**config.mk**
```make
export PLATFORM = sky130hd
export DESIGN_NAME = touch_scan_seq
export DESIGN_NICKNAME = d
export VERILOG_FILES = /design/src/rtl/tsq_pkg.sv /design/src/rtl/tsq_cfg_regs.sv /design/src/rtl/tsq_spi_frame.sv /design/src/rtl/tsq_div.sv /design/src/rtl/touch_scan_seq.sv
export SDC_FILE = /design/constraint.sdc
export NUM_CORES = 1
export LEC_CHECK = 0
export CAP_MARGIN = 15
export CORE_ASPECT_RATIO = 0.6
export CORE_MARGIN = 2
export CORE_UTILIZATION = 40
export CTS_BUF_LIST = sky130_fd_sc_hd__clkbuf_4 sky130_fd_sc_hd__clkbuf_8 sky130_fd_sc_hd__clkbuf_16
export DETAILED_ROUTE_END_ITERATION = 8
export PLACE_DENSITY = 0.63
export SYNTH_ARGS = -nofsm -noshare
export SYNTH_HDL_FRONTEND = slang
export SYNTH_SLANG_ARGS = --single-unit
```
**constraint.sdc**
```tcl
create_clock -name clk -period 13.4 [get_ports clk]
set_input_delay 1.34 -clock clk [delete_from_list [all_inputs] [get_ports clk]]
set_output_delay 1.34 -clock clk [all_outputs]
set_load 0.01 [all_outputs]
```
**src/rtl/tsq_pkg.sv**
```systemverilog
// Shared constants, state encoding and helper functions for the touch scan
// sequencer. Assumes the 24-bit frame and 12-bit result of the converter.
package tsq_pkg;
    localparam int unsigned FRAME_BITS = 24;
    localparam int unsigned CMD_BITS   = 8;
    localparam int unsigned RES_BITS   = 12;
    localparam int unsigned RES_LSB    = 3;
    localparam int unsigned ADDR_BITS  = 3;

    typedef enum logic [2:0] {
        S_IDLE,
        S_SEEK,
        S_FR_GO,
        S_FR_WAIT,
        S_DIV_GO,
        S_DIV_WAIT,
        S_FIN
    } seq_state_t;

    // Command byte: start, address, 12-bit mode, reference and power bits.
    function automatic logic [CMD_BITS-1:0] build_cmd(
        input logic [ADDR_BITS-1:0] addr,
        input logic                 last_frame,
        input logic                 ext_ref
    );
        logic single_ended;
        single_ended = (addr == 3'd0) || (addr == 3'd2) ||
                       (addr == 3'd6) || (addr == 3'd7);
        return {1'b1, addr, 1'b0, single_ended,
                single_ended & ~ext_ref, ~last_frame};
    endfunction

    // Frames to discard for a settling time given the bit period in ns.
    function automatic int unsigned settle_frames(
        input int unsigned settle_us,
        input int unsigned bit_ns
    );
        int unsigned bit_cnt;
        bit_cnt = (settle_us * 1000 + bit_ns - 1) / bit_ns;
        return (bit_cnt + FRAME_BITS - 1) / FRAME_BITS;
    endfunction
endpackage

```
**src/rtl/tsq_cfg_regs.sv**
```systemverilog
// Per-input configuration store. Holds the skip count (derived from the
// written settling time) and the oversampling ratio for every input.
// Assumes the caller gates wr_en while a scan is running.
module tsq_cfg_regs
    import tsq_pkg::*;
#(
    parameter int NCH    = 8,
    parameter int CH_W   = 3,
    parameter int STL_W  = 8,
    parameter int OSR_W  = 4,
    parameter int SKIP_W = 4,
    parameter int BIT_NS = 1000
) (
    input  logic                  clk,
    input  logic                  rst_n,
    input  logic                  wr_en,
    input  logic [CH_W-1:0]       wr_ch,
    input  logic [STL_W-1:0]      wr_settle,
    input  logic [OSR_W-1:0]      wr_osr,
    output logic [NCH*SKIP_W-1:0] skip_flat,
    output logic [NCH*OSR_W-1:0]  osr_flat
);
    localparam logic [SKIP_W-1:0] RST_SKIP = SKIP_W'(settle_frames(1, BIT_NS));

    logic [SKIP_W-1:0] wr_skip;
    logic [OSR_W-1:0]  wr_osr_eff;

    // Convert the written settling time and clamp a zero ratio to one.
    always_comb begin
        wr_skip    = SKIP_W'(settle_frames(int'(wr_settle), BIT_NS));
        wr_osr_eff = (wr_osr == '0) ? OSR_W'(1) : wr_osr;
    end

    for (genvar g = 0; g < NCH; g++) begin : g_chan
        logic [SKIP_W-1:0] skip_r;
        logic [OSR_W-1:0]  osr_r;

        // Hold one input's settings; defaults are 1 us settling and ratio 1.
        always_ff @(posedge clk) begin
            if (!rst_n) begin
                skip_r <= RST_SKIP;
                osr_r  <= OSR_W'(1);
            end else if (wr_en && wr_ch == CH_W'(g)) begin
                skip_r <= wr_skip;
                osr_r  <= wr_osr_eff;
            end
        end

        assign skip_flat[g*SKIP_W +: SKIP_W] = skip_r;
        assign osr_flat[g*OSR_W +: OSR_W]    = osr_r;

        assert_zero_ratio_clamped_R7: assert property (@(posedge clk) disable iff (!rst_n)
            (wr_en && wr_ch == CH_W'(g) && wr_osr == '0) |=> (osr_r == OSR_W'(1)))
            else $error("zero ratio not stored as one");
    end
endmodule

```
**src/rtl/tsq_spi_frame.sv**
```systemverilog
// Shifts one 24-bit frame in serial mode 0: clock idles low, MISO is sampled
// on the rising edge, MOSI changes on the falling edge. Each clock phase
// lasts half_div system cycles (0 treated as 1). Assumes start only when idle.
module tsq_spi_frame
    import tsq_pkg::*;
#(
    parameter int DIV_W = 4
) (
    input  logic                  clk,
    input  logic                  rst_n,
    input  logic                  start,
    input  logic [FRAME_BITS-1:0] tx_word,
    input  logic [DIV_W-1:0]      half_div,
    input  logic                  miso,
    output logic                  sclk,
    output logic                  mosi,
    output logic                  active,
    output logic                  done,
    output logic [FRAME_BITS-1:0] rx_word
);
    localparam int CNT_W = $clog2(FRAME_BITS);

    logic [DIV_W-1:0]      half_len;
    logic [DIV_W-1:0]      hcnt;
    logic [CNT_W-1:0]      bit_idx;
    logic [FRAME_BITS-1:0] tx_sh;

    // Effective phase length with the zero setting mapped to one cycle.
    always_comb half_len = (half_div == '0) ? DIV_W'(1) : half_div;

    assign mosi = active & tx_sh[FRAME_BITS-1];

    // Phase timer, clock generation and the two shift registers.
    always_ff @(posedge clk) begin
        if (!rst_n) begin
            active  <= 1'b0;
            sclk    <= 1'b0;
            done    <= 1'b0;
            hcnt    <= '0;
            bit_idx <= '0;
            tx_sh   <= '0;
            rx_word <= '0;
        end else begin
            done <= 1'b0;
            if (start && !active) begin
                active  <= 1'b1;
                sclk    <= 1'b0;
                tx_sh   <= tx_word;
                hcnt    <= '0;
                bit_idx <= '0;
            end else if (active) begin
                if (hcnt == DIV_W'(half_len - 1'b1)) begin
                    hcnt <= '0;
                    if (!sclk) begin
                        sclk    <= 1'b1;
                        rx_word <= {rx_word[FRAME_BITS-2:0], miso};
                    end else begin
                        sclk <= 1'b0;
                        if (bit_idx == CNT_W'(FRAME_BITS - 1)) begin
                            active <= 1'b0;
                            done   <= 1'b1;
                        end else begin
                            bit_idx <= bit_idx + 1'b1;
                            tx_sh   <= {tx_sh[FRAME_BITS-2:0], 1'b0};
                        end
                    end
                end else begin
                    hcnt <= hcnt + 1'b1;
                end
            end
        end
    end

    assert_clock_idles_low_R3: assert property (@(posedge clk) disable iff (!rst_n)
        !active |-> !sclk)
        else $error("serial clock high outside a frame");

    assert_done_after_frame_R3: assert property (@(posedge clk) disable iff (!rst_n)
        done |-> (!active && !sclk))
        else $error("frame end flagged while still shifting");
endmodule

```
**src/rtl/tsq_div.sv**
```systemverilog
// Unsigned restoring divider, one quotient bit per cycle, NUM_W cycles per
// division. Assumes den is non-zero and stable while busy.
module tsq_div #(
    parameter int NUM_W = 16,
    parameter int DEN_W = 4
) (
    input  logic             clk,
    input  logic             rst_n,
    input  logic             start,
    input  logic [NUM_W-1:0] num,
    input  logic [DEN_W-1:0] den,
    output logic             busy,
    output logic             done,
    output logic [NUM_W-1:0] quot
);
    localparam int CNT_W = $clog2(NUM_W + 1);

    logic [DEN_W:0]   rem;
    logic [DEN_W:0]   trial;
    logic             fits;
    logic [CNT_W-1:0] cnt;

    // Shift in the next dividend bit and test it against the divisor.
    always_comb begin
        trial = {rem[DEN_W-1:0], quot[NUM_W-1]};
        fits  = (trial >= {1'b0, den});
    end

    // Iterate the restoring steps and flag completion for one cycle.
    always_ff @(posedge clk) begin
        if (!rst_n) begin
            rem  <= '0;
            quot <= '0;
            cnt  <= '0;
            busy <= 1'b0;
            done <= 1'b0;
        end else begin
            done <= 1'b0;
            if (start && !busy) begin
                quot <= num;
                rem  <= '0;
                cnt  <= CNT_W'(NUM_W);
                busy <= 1'b1;
            end else if (busy) begin
                rem  <= fits ? (trial - {1'b0, den}) : trial;
                quot <= {quot[NUM_W-2:0], fits};
                cnt  <= cnt - 1'b1;
                if (cnt == CNT_W'(1)) begin
                    busy <= 1'b0;
                    done <= 1'b1;
                end
            end
        end
    end

    assert_rem_below_divisor_R5: assert property (@(posedge clk) disable iff (!rst_n)
        busy |-> (rem < {1'b0, den}))
        else $error("partial remainder out of range");
endmodule

```
**src/rtl/touch_scan_seq.sv**
```systemverilog
// Scan sequencer for an eight-input touchscreen converter. On start it walks
// the enable mask from low to high address. For each input it issues a burst
// of frames, drops the settling frames, and averages the rest with round-up.
// The result goes into the next packed slot. Assumes NCH <= 8 (3-bit address)
// and that BIT_NS matches the serial bit period produced by clk_div.
module touch_scan_seq
    import tsq_pkg::*;
#(
    parameter int NCH    = 8,
    parameter int STL_W  = 8,
    parameter int OSR_W  = 4,
    parameter int DIV_W  = 4,
    parameter int BIT_NS = 1000
) (
    input  logic                       clk,
    input  logic                       rst_n,
    input  logic                       start,
    input  logic [NCH-1:0]             chan_en,
    input  logic                       ext_ref,
    input  logic [DIV_W-1:0]           clk_div,
    input  logic                       cfg_wr,
    input  logic [$clog2(NCH)-1:0]     cfg_ch,
    input  logic [STL_W-1:0]           cfg_settle_us,
    input  logic [OSR_W-1:0]           cfg_osr,
    output logic                       busy,
    output logic                       done,
    output logic [$clog2(NCH+1)-1:0]   res_count,
    output logic [NCH*RES_BITS-1:0]    results,
    output logic                       spi_cs_n,
    output logic                       spi_sclk,
    output logic                       spi_mosi,
    input  logic                       spi_miso
);
    localparam int CH_W     = $clog2(NCH);
    localparam int CNT_W    = $clog2(NCH + 1);
    localparam int MAX_SKIP = int'(settle_frames((2 ** STL_W) - 1, BIT_NS));
    localparam int SKIP_W   = (MAX_SKIP > 0) ? $clog2(MAX_SKIP + 1) : 1;
    localparam int BURST_W  = ((SKIP_W > OSR_W) ? SKIP_W : OSR_W) + 1;
    localparam int SUM_W    = RES_BITS + OSR_W;

    seq_state_t            st;
    logic [NCH-1:0]        pend;
    logic [CH_W-1:0]       cur_ch;
    logic [CH_W-1:0]       low_idx;
    logic [CNT_W-1:0]      slot;
    logic [BURST_W-1:0]    fidx;
    logic [BURST_W-1:0]    burst_len;
    logic [SKIP_W-1:0]     cur_skip;
    logic [OSR_W-1:0]      cur_osr;
    logic [SUM_W-1:0]      sum;
    logic                  ext_q;
    logic [DIV_W-1:0]      div_q;
    logic                  cs_n_q;
    logic [NCH*RES_BITS-1:0] res_q;

    logic [NCH*SKIP_W-1:0] skip_flat;
    logic [NCH*OSR_W-1:0]  osr_flat;
    logic [SKIP_W-1:0]     low_skip;
    logic [OSR_W-1:0]      low_osr;
    logic                  last_frame;
    logic [CMD_BITS-1:0]   cmd;
    logic                  fr_start;
    logic                  fr_done;
    logic                  fr_active;
    logic [FRAME_BITS-1:0] rx_word;
    logic [RES_BITS-1:0]   rx_res;
    logic                  dv_start;
    logic                  dv_busy;
    logic                  dv_done;
    logic [SUM_W-1:0]      dv_num;
    logic [SUM_W-1:0]      dv_quot;

    tsq_cfg_regs #(
        .NCH    (NCH),
        .CH_W   (CH_W),
        .STL_W  (STL_W),
        .OSR_W  (OSR_W),
        .SKIP_W (SKIP_W),
        .BIT_NS (BIT_NS)
    ) i_cfg (
        .clk       (clk),
        .rst_n     (rst_n),
        .wr_en     (cfg_wr && (st == S_IDLE)),
        .wr_ch     (cfg_ch),
        .wr_settle (cfg_settle_us),
        .wr_osr    (cfg_osr),
        .skip_flat (skip_flat),
        .osr_flat  (osr_flat)
    );

    tsq_spi_frame #(
        .DIV_W (DIV_W)
    ) i_frame (
        .clk      (clk),
        .rst_n    (rst_n),
        .start    (fr_start),
        .tx_word  ({cmd, {(FRAME_BITS - CMD_BITS){1'b0}}}),
        .half_div (div_q),
        .miso     (spi_miso),
        .sclk     (spi_sclk),
        .mosi     (spi_mosi),
        .active   (fr_active),
        .done     (fr_done),
        .rx_word  (rx_word)
    );

    tsq_div #(
        .NUM_W (SUM_W),
        .DEN_W (OSR_W)
    ) i_div (
        .clk   (clk),
        .rst_n (rst_n),
        .start (dv_start),
        .num   (dv_num),
        .den   (cur_osr),
        .busy  (dv_busy),
        .done  (dv_done),
        .quot  (dv_quot)
    );

    // Lowest pending input address, picked by a priority scan.
    always_comb begin
        low_idx = '0;
        for (int i = NCH - 1; i >= 0; i--) begin
            if (pend[i]) low_idx = CH_W'(i);
        end
        low_skip = skip_flat[low_idx*SKIP_W +: SKIP_W];
        low_osr  = osr_flat[low_idx*OSR_W +: OSR_W];
    end

    // Frame command, received sample and divider operand for the burst.
    always_comb begin
        last_frame = (fidx == BURST_W'(burst_len - 1'b1));
        cmd        = build_cmd(ADDR_BITS'(cur_ch), last_frame, ext_q);
        rx_res     = rx_word[RES_LSB +: RES_BITS];
        fr_start   = (st == S_FR_GO);
        dv_start   = (st == S_DIV_GO);
        dv_num     = sum + SUM_W'(cur_osr) - SUM_W'(1);
    end

    // Scan control: input selection, frame bursts, accumulation, results.
    always_ff @(posedge clk) begin
        if (!rst_n) begin
            st        <= S_IDLE;
            pend      <= '0;
            cur_ch    <= '0;
            slot      <= '0;
            fidx      <= '0;
            burst_len <= '0;
            cur_skip  <= '0;
            cur_osr   <= OSR_W'(1);
            sum       <= '0;
            ext_q     <= 1'b0;
            div_q     <= '0;
            cs_n_q    <= 1'b1;
            res_q     <= '0;
        end else begin
            case (st)
                S_IDLE: begin
                    if (start) begin
                        pend  <= chan_en;
                        ext_q <= ext_ref;
                        div_q <= clk_div;
                        slot  <= '0;
                        res_q <= '0;
                        st    <= S_SEEK;
                    end
                end
                S_SEEK: begin
                    if (pend != '0) begin
                        cur_ch        <= low_idx;
                        pend[low_idx] <= 1'b0;
                        cur_skip      <= low_skip;
                        cur_osr       <= low_osr;
                        burst_len     <= BURST_W'(low_skip) + BURST_W'(low_osr);
                        fidx          <= '0;
                        sum           <= '0;
                        cs_n_q        <= 1'b0;
                        st            <= S_FR_GO;
                    end else begin
                        st <= S_FIN;
                    end
                end
                S_FR_GO: st <= S_FR_WAIT;
                S_FR_WAIT: begin
                    if (fr_done) begin
                        if (fidx >= BURST_W'(cur_skip)) sum <= sum + SUM_W'(rx_res);
                        if (last_frame) begin
                            st <= S_DIV_GO;
                        end else begin
                            fidx <= fidx + 1'b1;
                            st   <= S_FR_GO;
                        end
                    end
                end
                S_DIV_GO: st <= S_DIV_WAIT;
                S_DIV_WAIT: begin
                    if (dv_done) begin
                        res_q[slot*RES_BITS +: RES_BITS] <= dv_quot[RES_BITS-1:0];
                        slot <= slot + 1'b1;
                        st   <= S_SEEK;
                    end
                end
                S_FIN: begin
                    cs_n_q <= 1'b1;
                    st     <= S_IDLE;
                end
                default: st <= S_IDLE;
            endcase
        end
    end

    assign busy      = (st != S_IDLE);
    assign done      = (st == S_FIN);
    assign res_count = slot;
    assign results   = res_q;
    assign spi_cs_n  = cs_n_q;

    assert_done_single_cycle_R9: assert property (@(posedge clk) disable iff (!rst_n)
        done |=> !done)
        else $error("done wider than one cycle");

    assert_select_covers_clock_R8: assert property (@(posedge clk) disable iff (!rst_n)
        spi_sclk |-> !spi_cs_n)
        else $error("serial clock toggles with chip select high");

    assert_idle_deselected_R8: assert property (@(posedge clk) disable iff (!rst_n)
        (st == S_IDLE) |-> spi_cs_n)
        else $error("chip select low while idle");

    assert_frame_index_bound_R4: assert property (@(posedge clk) disable iff (!rst_n)
        (st == S_FR_WAIT) |-> (fidx < burst_len))
        else $error("frame index past burst length");

    assert_no_overlap_R3: assert property (@(posedge clk) disable iff (!rst_n)
        fr_start |-> (!fr_active && !dv_busy))
        else $error("frame started while another unit busy");
endmodule

```
[Word-level counts from Yosys, hierarchy flattened]
Cells that the tools add are included.
Word-level totals
  input port bits: 33
  output and inout bits: 105
  word-level logic and storage cells: 220
  flip-flop bits (word level): 280
Cells by class
  shift-type cells: 4
  reduce and logical (&&, ||, !) cells: 48
  multipliers: 2
  $add $sub $neg: 17
  div/mod/pow operators: 2
  $lt $le $gt $ge: 4
  mux-type cells: 60
  bitwise operators: 13
  eq/ne operators: 27
Operators by type and width (count)
  2-to-1 mux 96 bit: 2
  case mux 96 bit (2 select lines): 1
  2-to-1 mux 24 bit: 5
  bitwise mux 96 bit: 1
  variable shift 12 x 34 -> 96 bit (first input constant): 1
  variable part select 12 x 34 -> 96 bit: 1
  2-to-1 mux 16 bit: 5
  variable part select 32 x 6 -> 4 bit: 2
  subtractor 32 x 1 -> 32 bit (second input constant): 2
  2-to-1 mux 3 bit: 13
  negator 8 -> 34 bit: 1
  adder 32 x 5 -> 32 bit (second input constant): 1
  divider 32 x 10 -> 32 bit (second input constant): 1
  divider 32 x 5 -> 32 bit (second input constant): 1
  case mux 16 bit (2 select lines): 1
  == test 3 bit (second input constant): 9
  2-to-1 mux 5 bit: 5
  2-to-1 mux 4 bit: 6
  AND reduction 4 bit: 5
  adder 18 x 10 -> 19 bit (second input constant): 1
  case mux 3 bit (6 select lines): 1
  adder 16 x 12 -> 16 bit: 1
  adder 16 x 4 -> 16 bit: 1
  2-to-1 mux 8 bit: 2
  43 further kinds: 108

[Depth between registers and ports, before layout]
Gate-level depths: netlist of the first run.
  depth in word-level cells: 16
  mapped depth: 54
  gate-level depth less buffers: 48

[Hierarchy]
Synthesis of the first run repeated with hierarchy kept, for this count alone.
Unflattened totals
  cell total of the unflattened synthesis: 2500
  area total of the unflattened synthesis: 20644.8 um^2
Modules (own cells, without submodules)
  touch_scan_seq: instances 1, cells each 1195, seq. area each 3083.0 um^2, area an instance 9763.1 um^2
  tsq_cfg_regs: instances 1, cells each 853, seq. area each 1281.2 um^2, area an instance 6917.9 um^2
  tsq_spi_frame: instances 1, cells each 286, seq. area each 1201.2 um^2, area an instance 2497.4 um^2
  tsq_div: instances 1, cells each 166, seq. area each 540.5 um^2, area an instance 1466.4 um^2

[Least setup slack after synthesis of the first run]
No wires, ideal clock.
  path type: input-to-reg
  start point: input cfg_settle_us[0]
  end point: register i_cfg.g_chan[6].skip_r[0]
  data required time: 13330 ps
  setup slack: 276 ps
  path buffers: 4
  setup time: 70 ps
  stages on the path: 50
  arrival: 13055 ps
  cell sequence: fa_1 > xor2_1 > ha_1 > fa_1 > inv_1 > fa_1 > inv_1 > ha_1 > o21a_1 > o31a_1 > a21oi_1 > nand4b_1 > nor4_1 > xnor2_1 > o211a_2 > a21oi_4 > xnor2_4 > mux2i_2 > [... 14 more ...] > or4_4 > o31ai_4 > nor2_1 > a2111oi_0 > a211oi_1 > nor4_1 > ha_1 > inv_1 > o31a_1 > clkbuf_1 > o21ai_0 > xnor2_1 > nor4_1 > o22ai_1 > a2111oi_0 > o32a_1 > nor4_4 > a21oi_1
On the way
  cells in the longest elaborated chain, start to end: 7
Ends and longest elaborated chain
  start, declared: line touch_scan_seq.sv:23  | input logic [STL_W-1:0] cfg_settle_us,
  multiplier 8 x 7 -> 15 bit: line tsq_pkg.sv:39  | bit_cnt = (settle_us * 1000 + bit_ns - 1) / bit_ns;
  adder 18 x 10 -> 19 bit: line tsq_pkg.sv:39
  subtractor 32 x 1 -> 32 bit: line tsq_pkg.sv:39
  divider 32 x 10 -> 32 bit: line tsq_pkg.sv:39
  adder 32 x 5 -> 32 bit: line tsq_pkg.sv:40  | return (bit_cnt + FRAME_BITS - 1) / FRAME_BITS;
  subtractor 32 x 1 -> 32 bit: line tsq_pkg.sv:40
  divider 32 x 5 -> 32 bit: line tsq_pkg.sv:40
  end signal, assigned: line tsq_cfg_regs.sv:44  | skip_r <= wr_skip;
  end, declared: line tsq_cfg_regs.sv:35  | logic [SKIP_W-1:0] skip_r;
Every way passes these cells.
A chain may end at the register's enable or synchronous reset.

[Worst setup path in the final report of the first run]
  start point: input cfg_settle_us[6]
  end point: register i_cfg.g_chan[7].skip_r[0]
On the way
  cells in the longest elaborated chain, start to end: 7
Ends and longest elaborated chain (line)
  multiplier 8 x 7 -> 15 bit: tsq_pkg.sv:39
  adder 18 x 10 -> 19 bit: tsq_pkg.sv:39
  subtractor 32 x 1 -> 32 bit: tsq_pkg.sv:39
  divider 32 x 10 -> 32 bit: tsq_pkg.sv:39
  adder 32 x 5 -> 32 bit: tsq_pkg.sv:40
  subtractor 32 x 1 -> 32 bit: tsq_pkg.sv:40
  divider 32 x 5 -> 32 bit: tsq_pkg.sv:40
  end signal, assigned: tsq_cfg_regs.sv:44
  end, declared: tsq_cfg_regs.sv:35
Every way passes these cells.

==> results of run 1 <==
logic make-up after synthesis:
group,after synthesis,synth area share (%)
simple gates,931,22.4
compound gates,719,25.0
flops,280,29.3
buf+inv,232,4.69
fa+ha+maj,125,9.19
xor+xnor,112,5.38
mux,75,4.03
per-layer routing:
| layer | GRT usage, % | up-vias | wire, um |
|---|---|---|---|
| met5 | 0 | - | 0 |
| met4 | 3.60 | 0 | 897 |
| met3 | 6.21 | 85 | 6200 |
| met2 | 33.8 | 789 | 25100 |
| met1 | 38.2 | 9465 | 31400 |
| li1 | - | 9447 | - |
timing repair:
action	4_1_cts	5_1_grt
endpoints found under the setup margin	8	32
gates resized for setup	3	92
pin swaps	0	26
setup buffers	0	12
hold endpoints to repair	0	0
area by class of cell:
cell class | count | area (um2)
Fill cell | 4396 | 22800
Multi-Input combinational cell | 1962 | 13100
Sequential cell | 280 | 5610
Timing Repair Buffer | 370 | 3190
Clock buffer | 37 | 790
Tap cell | 630 | 788
Inverter | 105 | 399
Clock inverter | 8 | 104
sequential cells by signal, indices dropped and copies added (netlist names), 3 cells and up:
signal / count
burst_len: 5
cur_ch: 3
cur_osr: 4
cur_skip: 4
div_q: 4
fidx: 5
i_cfg.g_chan.osr_r: 32
i_cfg.g_chan.skip_r: 32
i_div.cnt: 5
i_div.quot: 16
i_div.rem: 4
i_frame.bit_idx: 5
i_frame.hcnt: 4
i_frame.rx_word: 15
i_frame.tx_sh: 8
pend: 8
res_count: 4
results: 96
st: 3
sum: 16
per-stage QoR:
step | area (um2) | TNS (ns) | utilization (%) | hold WS (ns)
after floorplan | 19100 | 0 | - | 0.434
after detailed placement | 22400 | -9.95 | 48.0 | 0.447
after global routing | 23900 | -0.343 | 51.2 | 0.469
after global placement | 22400 | 0 | 48.0 | 0.442
after CTS | 23300 | 0 | 50.0 | 0.458
final | 23900 | 0 | 51.2 | 0.455
cell usage in the layout (no fill, tap or decap), drive strengths merged, types with 20 or more instances in the layout:
master,netlist,layout
a211oi,33,33
a21o,32,32
a21oi,261,261
a22oi,52,52
a31oi,25,25
a32oi,24,24
and2,22,22
and3,23,23
buf,18,233
clkbuf,109,38
clkdlybuf4s50,0,130
dfxtp,280,280
fa,26,26
ha,98,98
inv,104,104
mux2i,66,66
nand2,230,230
nand3,70,70
nand4,20,20
nor2,373,373
nor2b,21,21
nor3,78,78
nor4,25,25
o211ai,30,30
o21ai,106,106
xnor2,75,75
xor2,35,35
worst max-delay path by stage:
stage	start	end	slack, ns	cells after the start
floorplan	cfg_settle_us[0]	i_cfg.g_chan[6].skip_r[0]	0.28	50
global placement	cfg_settle_us[1]	i_cfg.g_chan[6].skip_r[0]	0.009	49
detailed placement	cfg_settle_us[0]	i_cfg.g_chan[6].skip_r[0]	-0.62	49
CTS	cfg_settle_us[1]	i_cfg.g_chan[6].skip_r[0]	0.05	50
global route	cfg_settle_us[6]	i_cfg.g_chan[1].skip_r[0]	-0.07	54
finish	cfg_settle_us[6]	i_cfg.g_chan[7].skip_r[0]	0.48	55
tightest hold or removal path, delay by kind of cell (launching register included):
family / cells / cell delay (ns)
AO/OA/AOI/OAI: 1 / 0.05
flip-flops: 1 / 0.31
AND/OR/NAND/NOR: 1 / 0.05
==> impl_metrics.py, run 1 <==
metrics = {
    "outcome": {
        "outcome": "finished, final reports clean",
    },
    "logic_synthesis": {
        "synthTopCellsByArea": "dfxtp_1 29%, nor2_1 7.3%, a21oi_1 6.8%",
        "ys_seq_area_share_pct": 29.3,
        "yosys_most_used_dff": "dfxtp_1",
        "syn_area_per_cell_um2": 7.72,
        "yosysUniqueCellTypes": 107,
        "syn_nets": 2631,
        "synth_warnings": 0,
        "synth_common_cells": "373 x nor2_1, 280 x dfxtp_1, 259 x a21oi_1",
        "synth_async_sr_flop_share_pct": 0,
        "synthesis.instances": 2474,
        "synth_edf_count": 0,
        "synth_area_um2": 19100,
        "netlist.area_leader.share_pct": 29.3,
        "synth_seq_cells": 280,
        "post-synth-top-count-cell": "nor2_1",
        "synth_top_cell_by_area": "dfxtp_1",
    },
    "die": {
        "initial_core_util_pct": 40.9,
        "die_y_um": 173,
        "io_pins": 138,
        "die_x_um": 286,
        "dieArea_um2": 49600,
        "rows": 61,
        "coreArea_um2": 46700,
    },
    "route": {
        "firstDrtPassIters": 6,
        "drt-total-wl_mm": 63.6,
        "ant_nets": 0,
        "via_per_inst": 5.83,
        "first_iter_violations": 2151,
        "drc_errors": 0,
        "drt-wirelength-per-cell_um": 18.7,
        "num_vias": 19800,
    },
    "timing": {
        "fin_crit_sh_pct": 96.4,
        "maxSlewViolCount": 0,
        "setup_slack_ns": 0.484,
        "skew_ns": 0.0167,
        "hold_viol": 0,
        "relSlewSlack_pct": 9.86,
        "finalSetupViolCount": 0,
        "period_minus_slack_ns": 12.92,
        "worst_pin_slew_ns": 1.35,
        "fmax_mhz": 77.4,
    },
    "worst_setup_path": {
        "r2r-end": "results[40]",
        "cp_slowest_stage_delay_ns": 0.55,
        "cp_max_fo": 10,
        "crit_family": "compound AO/OA/AOI/OAI gates",
        "reg2reg_depth": 15,
        "crit_path_frequent_cell": "buf_4",
        "setup.worst_path.class": "input port to flop",
        "cp_num_buf_inv": 12,
        "critical-path-slowest-cell": "or4_4",
        "start_kind": "input port",
        "crit_required_ns": 13.89,
        "r2r_start": "res_count[0]",
        "cp-end-kind": "flop",
        "worst-r2r-setup-slack_ns": 7.65,
        "arrival_ns": 13.41,
    },
    "clock_tree": {
        "postCtsHoldBufs": 0,
        "cts_tree": "done",
        "clkTransAtPathRegs_ns": 0.07,
        "clk_path_buf_depth": 3,
        "htree_levels": 1,
        "clock-sinks": 280,
        "clock_latency_ns": 0.57,
        "numCtsBuffers": 26,
        "cts_root_buf": "clkbuf_16",
    },
    "worst_hold_path": {
        "hold_class": "flop to flop",
        "whs_path_depth": 2,
        "min_to": "results[86]",
        "hp-start": "results[86]",
    },
    "flow_run": {
        "max-cap-violations": 0,
    },
    "grt": {
        "grt_usage_pct": 24.5,
        "grt_pass1_vias": 18300,
        "grt_max_degree": 79,
        "grt_pass1_wl_mm": 100,
        "antenna_found_initial": 0,
        "grt_overflow": 0,
    },
    "finish": {
        "fin_nets": 2902,
        "fin_cells": 3392,
        "syn2layout_area_growth_pct": 25.2,
        "diodes": 0,
        "drive_gt1_share_pct": 14.8,
    },
    "placed_design": {
        "place_ws_ns": -0.624,
        "dpl.hpwl_mm": 48.4,
        "place.gp.congestion": 0.995,
        "dp.cells": 3332,
        "port_buffers": 137,
    },
}
Power of run 1 is not shown: default switching activity piles up to over one toggle a cycle in this logic, so the estimate is an artifact.
==> run 2: changes to the inputs <==
--- a/config.mk
+++ b/config.mk
@@ -15,3 +15,4 @@
 export SYNTH_ARGS = -nofsm -noshare
 export SYNTH_HDL_FRONTEND = slang
 export SYNTH_SLANG_ARGS = --single-unit
+export TNS_END_PERCENT = 5
==> results of run 2 <==
No change in the layout: final DEF, timing and power equal those of run 1.
Power of run 2 is left out for the same reason.
